==> src/rtl/zcpll_pkg.sv <==
package zcpll_pkg;
  localparam int ACC_W = 48;
  typedef logic signed [ACC_W-1:0] acc_t;

  function automatic acc_t clamp_acc(acc_t v, acc_t lo, acc_t hi);
    if (v < lo) return lo;
    if (v > hi) return hi;
    return v;
  endfunction

  // round half up, then drop frac bits
  function automatic acc_t round_shift(acc_t v, int unsigned frac);
    return (v + (acc_t'(1) <<< (frac - 1))) >>> frac;
  endfunction
endpackage

==> src/rtl/zcpll_dco.sv <==
module zcpll_dco
  import zcpll_pkg::*;
#(
  parameter int CNT_W = 16,
  parameter int P_MIN = 8,
  parameter int P_MAX = 65535
) (
  input  logic                    clk_i,
  input  logic                    rst_ni,
  input  logic [CNT_W-1:0]        t0_i,
  input  logic signed [CNT_W-1:0] corr_i,
  output logic                    strobe_o,
  output logic [CNT_W-1:0]        period_o
);
  localparam int PAD_W = ACC_W - CNT_W;

  logic [CNT_W-1:0] cnt_q, per_q, nxt;
  logic start, expire;
  acc_t t0_w, corr_w;

  assign start  = (cnt_q == '0);
  assign expire = (cnt_q == CNT_W'(1));
  assign t0_w   = $signed({{PAD_W{1'b0}}, t0_i});
  assign corr_w = start ? '0 : $signed({{PAD_W{corr_i[CNT_W-1]}}, corr_i});
  assign nxt    = CNT_W'(clamp_acc(t0_w - corr_w, acc_t'(P_MIN), acc_t'(P_MAX)));

  always_ff @(posedge clk_i or negedge rst_ni) begin
    if (!rst_ni) begin
      cnt_q <= '0;
      per_q <= '0;
    end else if (start || expire) begin
      cnt_q <= nxt;
      per_q <= nxt;
    end else begin
      cnt_q <= cnt_q - CNT_W'(1);
    end
  end

  assign strobe_o = expire;
  assign period_o = per_q;


  strobe_single_chk: assert property (@(posedge clk_i) disable iff (!rst_ni)
    strobe_o |=> !strobe_o);

  period_hold_chk: assert property (@(posedge clk_i) disable iff (!rst_ni)
    (!strobe_o && cnt_q != '0) |=> $stable(period_o));

  period_range_chk: assert property (@(posedge clk_i) disable iff (!rst_ni)
    (cnt_q != '0) |-> (period_o >= CNT_W'(P_MIN) && period_o <= CNT_W'(P_MAX)));
endmodule

==> src/rtl/zcpll_smp_pipe.sv <==
module zcpll_smp_pipe #(
  parameter int SMP_W = 12
) (
  input  logic                    clk_i,
  input  logic                    rst_ni,
  input  logic                    strobe_i,
  input  logic                    valid_i,
  input  logic signed [SMP_W-1:0] smp_i,
  output logic signed [SMP_W-1:0] x_new_o,
  output logic signed [SMP_W-1:0] x_prev_o,
  output logic                    overrun_o
);
  logic signed [SMP_W-1:0] cap_q, hist_q;
  logic full_q, ovr_q;

  always_ff @(posedge clk_i or negedge rst_ni) begin
    if (!rst_ni) begin
      cap_q  <= '0;
      full_q <= 1'b0;
      hist_q <= '0;
      ovr_q  <= 1'b0;
    end else if (strobe_i) begin
      hist_q <= cap_q;
      cap_q  <= valid_i ? smp_i : '0;
      full_q <= valid_i;
    end else if (valid_i) begin
      if (!full_q) begin
        cap_q  <= smp_i;
        full_q <= 1'b1;
      end else begin
        ovr_q <= 1'b1;
      end
    end
  end

  assign x_new_o   = cap_q;
  assign x_prev_o  = hist_q;
  assign overrun_o = ovr_q;


  overrun_sticky_chk: assert property (@(posedge clk_i) disable iff (!rst_ni)
    overrun_o |=> overrun_o);

  overrun_cause_chk: assert property (@(posedge clk_i) disable iff (!rst_ni)
    $rose(overrun_o) |-> $past(valid_i && full_q && !strobe_i));

  cap_clear_chk: assert property (@(posedge clk_i) disable iff (!rst_ni)
    (strobe_i && !valid_i) |=> (cap_q == '0 && !full_q));
endmodule

==> src/rtl/zcpll_gain.sv <==
module zcpll_gain
  import zcpll_pkg::*;
#(
  parameter int SMP_W   = 12,
  parameter int COEF_W  = 16,
  parameter int CNT_W   = 16,
  parameter int FRAC    = 12,
  parameter int B_LIM   = 8192,
  parameter bit STAB_EN = 1'b1
) (
  input  logic signed [COEF_W-1:0] g1_i,
  input  logic signed [COEF_W-1:0] b_i,
  input  logic signed [SMP_W-1:0]  x_new_i,
  input  logic signed [SMP_W-1:0]  x_prev_i,
  output logic signed [CNT_W-1:0]  y_o,
  output logic signed [CNT_W-1:0]  corr_o
);
  localparam acc_t OUT_MAX = (acc_t'(1) <<< (CNT_W - 1)) - acc_t'(1);
  localparam acc_t OUT_MIN = -(acc_t'(1) <<< (CNT_W - 1));

  acc_t py, ps;

  assign py = acc_t'(g1_i) * acc_t'(x_new_i);

  generate
    if (STAB_EN) begin : g_stab
      acc_t b_w, d_w;
      assign b_w = clamp_acc(acc_t'(b_i), -acc_t'(B_LIM), acc_t'(B_LIM));
      assign d_w = acc_t'(x_new_i) - acc_t'(x_prev_i);
      assign ps  = b_w * d_w;
    end else begin : g_plain
      assign ps = '0;
    end
  endgenerate

  assign y_o    = CNT_W'(clamp_acc(round_shift(py, FRAC), OUT_MIN, OUT_MAX));
  assign corr_o = CNT_W'(clamp_acc(round_shift(py + ps, FRAC), OUT_MIN, OUT_MAX));
endmodule

==> src/rtl/zcpll_core.sv <==
module zcpll_core #(
  parameter int CNT_W   = 16,
  parameter int SMP_W   = 12,
  parameter int COEF_W  = 16,
  parameter int FRAC    = 12,
  parameter int P_MIN   = 8,
  parameter int P_MAX   = 65535,
  parameter int B_LIM   = 8192,
  parameter bit STAB_EN = 1'b1
) (
  input  logic                     clk_i,
  input  logic                     rst_ni,
  input  logic [CNT_W-1:0]         t0_i,
  input  logic signed [COEF_W-1:0] g1_i,
  input  logic signed [COEF_W-1:0] b_i,
  input  logic                     smp_valid_i,
  input  logic signed [SMP_W-1:0]  smp_i,
  output logic                     strobe_o,
  output logic [CNT_W-1:0]         period_o,
  output logic signed [CNT_W-1:0]  y_o,
  output logic                     overrun_o
);
  logic strobe;
  logic signed [SMP_W-1:0] x_new, x_prev;
  logic signed [CNT_W-1:0] y_nxt, corr;
  logic signed [CNT_W-1:0] y_q;

  zcpll_dco #(.CNT_W(CNT_W), .P_MIN(P_MIN), .P_MAX(P_MAX)) u_dco (
    .clk_i    (clk_i),
    .rst_ni   (rst_ni),
    .t0_i     (t0_i),
    .corr_i   (corr),
    .strobe_o (strobe),
    .period_o (period_o)
  );

  zcpll_smp_pipe #(.SMP_W(SMP_W)) u_pipe (
    .clk_i     (clk_i),
    .rst_ni    (rst_ni),
    .strobe_i  (strobe),
    .valid_i   (smp_valid_i),
    .smp_i     (smp_i),
    .x_new_o   (x_new),
    .x_prev_o  (x_prev),
    .overrun_o (overrun_o)
  );

  zcpll_gain #(
    .SMP_W(SMP_W), .COEF_W(COEF_W), .CNT_W(CNT_W), .FRAC(FRAC),
    .B_LIM(B_LIM), .STAB_EN(STAB_EN)
  ) u_gain (
    .g1_i     (g1_i),
    .b_i      (b_i),
    .x_new_i  (x_new),
    .x_prev_i (x_prev),
    .y_o      (y_nxt),
    .corr_o   (corr)
  );

  always_ff @(posedge clk_i or negedge rst_ni) begin
    if (!rst_ni)     y_q <= '0;
    else if (strobe) y_q <= y_nxt;
  end

  assign strobe_o = strobe;
  assign y_o      = y_q;


  y_hold_chk: assert property (@(posedge clk_i) disable iff (!rst_ni)
    !strobe_o |=> $stable(y_o));
endmodule

==> config.mk <==
export PLATFORM = sky130hd
export DESIGN_NAME = zcpll_core
export DESIGN_NICKNAME = d
export VERILOG_FILES = /design/src/rtl/zcpll_pkg.sv /design/src/rtl/zcpll_dco.sv /design/src/rtl/zcpll_smp_pipe.sv /design/src/rtl/zcpll_gain.sv /design/src/rtl/zcpll_core.sv
export SDC_FILE = /design/constraint.sdc
export NUM_CORES = 1
export LEC_CHECK = 0
export BUFFER_PORTS_ARGS = -buffer_cell sky130_fd_sc_hd__buf_2
export CAP_MARGIN = 20
export CORE_UTILIZATION = 55
export DETAILED_ROUTE_END_ITERATION = 6
export GPL_ROUTABILITY_DRIVEN = 1
export HOLD_SLACK_MARGIN = 0.02
export PLACE_DENSITY = 0.78
export SLEW_MARGIN = 40
export SYNTH_ARGS = -nofsm -noshare
export SYNTH_HDL_FRONTEND = slang
export SYNTH_SLANG_ARGS = --single-unit
==> constraint.sdc <==
create_clock -name clk_i -period 15.6 [get_ports clk_i]
set_input_delay 0.78 -clock clk_i [delete_from_list [all_inputs] [get_ports clk_i]]
set_output_delay 0.78 -clock clk_i [all_outputs]
set_load 0.005 [all_outputs]
==> flow_summary.json <==
{
  "worst-r2r-cell-count": 53,
  "rr_startpoint": "u_pipe.x_new_o[6]",
  "grt_util_all_layers": 0.289,
  "hold_violations": 0,
  "core.rowCount": 72,
  "die_height_um": 200,
  "vias_per_cell": 5.61,
  "timing.slew.headroom": 0.438,
  "critPathMaxFanout": 15,
  "final.setup_skew_ps": 10.7,
  "crit_start": "u_pipe.x_new_o[6]",
  "synth_top_cell_by_area": "fa_1",
  "core_region_area_sq_um": 38700,
  "clk_transition_reported_paths_ps": 70,
  "cp_slowest_cell": "dfrtp_1",
  "cts_buffers": 9,
  "via_count": 17100,
  "hold_class": "input pin to async pin",
  "finish.net_count": 3193,
  "grt_antenna_before_repair": 1,
  "synth_sequential_area_ratio": 0.0855,
  "route.antenna.remaining_nets": 0,
  "max_clock_freq_mhz": 67.5,
  "outcome": "finished clean",
  "detail_route.wirelength_um": 54600,
  "grt_start_max_net_pins": 75,
  "routedLengthMet1_um": 22600,
  "worst-setup-path-type": "register to register",
  "place_congestion": 0.942,
  "detailedRoute.firstPassIterationCount": 6,
  "dr_wl_met3_um": 4020,
  "cts-root-buf": "clkbuf_16",
  "dp_hpwl_um": 46200,
  "hold_slack_ps": 445,
  "cts_htree_levels": 3,
  "grt_overflow_total": 0,
  "cp.required_ps": 15860,
  "floorplan.die_area_sq_um": 40200,
  "synth_commonest_cells": "inv_1 (571), fa_1 (422), nand2_1 (321)",
  "syn-num-nets": 3151,
  "dominant_cell_by_count_in_the_synthesized_netlist": "inv_1",
  "netlist_area_sq_um": 21600,
  "synth.distinct_cells": 94,
  "min_period_over_period": 0.950,
  "effective_utilization_at_floorplan": 0.559,
  "finalSetupViolCount": 0,
  "maxCapViolations": 0,
  "first_iter_violations": 1305,
  "post_synth_inst_count": 2487,
  "layout-drive-gt1-share": 0.0766,
  "fin_util": 0.594,
  "async_flop_share": 1.00,
  "area.growth.synth_to_final_pct": 6.26,
  "met2WireLength_um": 26000,
  "number_of_flops_mapped_to_enable_cells_by_yosys": 0,
  "cp_common_cell": "fa_1",
  "cts_hold_buf": 0,
  "drv_slew": 0,
  "die_width_um": 200,
  "crit_path_start_kind": "register",
  "cp_data_arrival_time_ps": 15080,
  "cts_tree": "yes",
  "ys_top_cells_by_area": "fa_1 (39%), ha_1 (10%), inv_1 (9.9%), dfrtp_1 (8.6%), nand2_1 (5.6%)",
  "instances_no_fill": 3053,
  "grt_pass1_vias": 18300,
  "residual_drc_count": 0,
  "synth_flop_cell": "dfrtp_1",
  "clk_path_buf_depth": 2,
  "yosys_register_bits": 74,
  "synth.avg_cell_area_sq_um": 8.70,
  "grt_first_pass_wirelength_um": 92700,
  "endpoint_kind": "register",
  "clock-sinks": 74,
  "boundaryPins": 97,
  "fin_tns_setup_ps": 0,
  "io_buffers": 96,
  "timing_worst_slew_pin_value_ps": 836,
  "cpPeakStageDelay_ps": 560,
  "worstSkewPairLatency_ps": 370,
  "avgRoutedWirePerCell_um": 17.9,
  "yosysWarningCount": 0,
  "route.top_layer_used": "met4",
  "synthDominantCellAreaShare": 0.390,
  "period_needed_ps": 14820,
  "numPlacedInstances": 3035
}
sequential cells by signal (all words and copies together) (netlist names):
register and count:
u_pipe.overrun_o 1, u_pipe.x_new_o 12, u_dco.cnt_q 16, y_o 16, u_dco.period_o 16, u_pipe.full_q 1, u_pipe.x_prev_o 12
timing repair:
action | CTS | global route
endpoints found under the setup margin | 0 | 32
setup buffers | 0 | 1
resized for setup | 0 | 15
per-stage QoR:
| stage | setup WS (ps) | area (sq um) |
|---|---|---|
| after floorplan | 1500 | 21600 |
| after global placement | 355 | 22600 |
| after detailed placement | 362 | 22600 |
| after CTS | 534 | 22900 |
| after global routing | -23.2 | 23000 |
| final | 783 | 23000 |
cells in the final DEF (no fill, tap or decap), types with 8 or more instances in the layout:
cell       instances
xnor2_1           49
and2_1            84
nand2_1          321
a211o_1           19
or2_2              8
nor2_1           137
nand2b_1          38
a21oi_1           58
buf_4             32
xor2_1            35
o21ai_0           66
o211ai_1          12
ha_1             179
dfrtp_1           65
a31oi_1           12
fa_1             422
nand3_1           25
inv_1            571
o21a_1            13
and3_1            10
dfrtp_2            9
a22o_1            27
nor3_1            24
clkbuf_16          9
nand4_1           17
buf_2             95
a21o_1            37
nor2b_1           13
kinds of logic after synthesis:
logic type | after synthesis | synth area share
XOR/XNOR | 85 | 0.0344
AO/OA/AOI/OAI | 330 | 0.110
multiplexers | 4 | 0.00191
adder cells (fa/ha/maj) | 601 | 0.494
flip-flops | 74 | 0.0855
buffers and inverters | 670 | 0.117
AND/OR/NAND/NOR | 723 | 0.157
final cells by class:
cell class	instances	area, sq um
timing repair buffer	129	747
clock buffer	10	229
tap	518	648
inverter	572	2150
clock inverter	6	65.1
antenna	1	2.50
sequential	74	1860
fill	3322	15700
multi-input combinational	1743	17300
final timing paths:
check	endpoint	slack, ps
setup / recovery	u_dco.cnt_q[9]	780
hold / removal	u_pipe.x_new_o[10]	450
setup reg to reg	u_dco.cnt_q[9]	780
hold reg to reg	u_pipe.overrun_o	470
max in group asynchronous	u_pipe.x_new_o[3]	14580
min in group clk_i	u_pipe.overrun_o	470
per-layer routing:
layer,up-vias,GRT usage
met3,135,0.0493
met2,661,0.467
met5,-,0
li1,7763,-
met4,0,0.103
met1,8563,0.395
critical path, delay by kind of cell (launching register included):
| family | cells | cell delay, ps |
|---|---|---|
| adders and majority gates | 14 | 6390 |
| buffers and inverters | 11 | 1160 |
| AOI/OAI and AO/OA | 20 | 4490 |
| DFF | 1 | 560 |
| xor gates and xnor gates | 2 | 720 |
| and+or+nand+nor | 6 | 1370 |
Power is left out: the tool's default activity adds up to more than one toggle a clock period on the data nets, which glitch-free logic cannot reach.
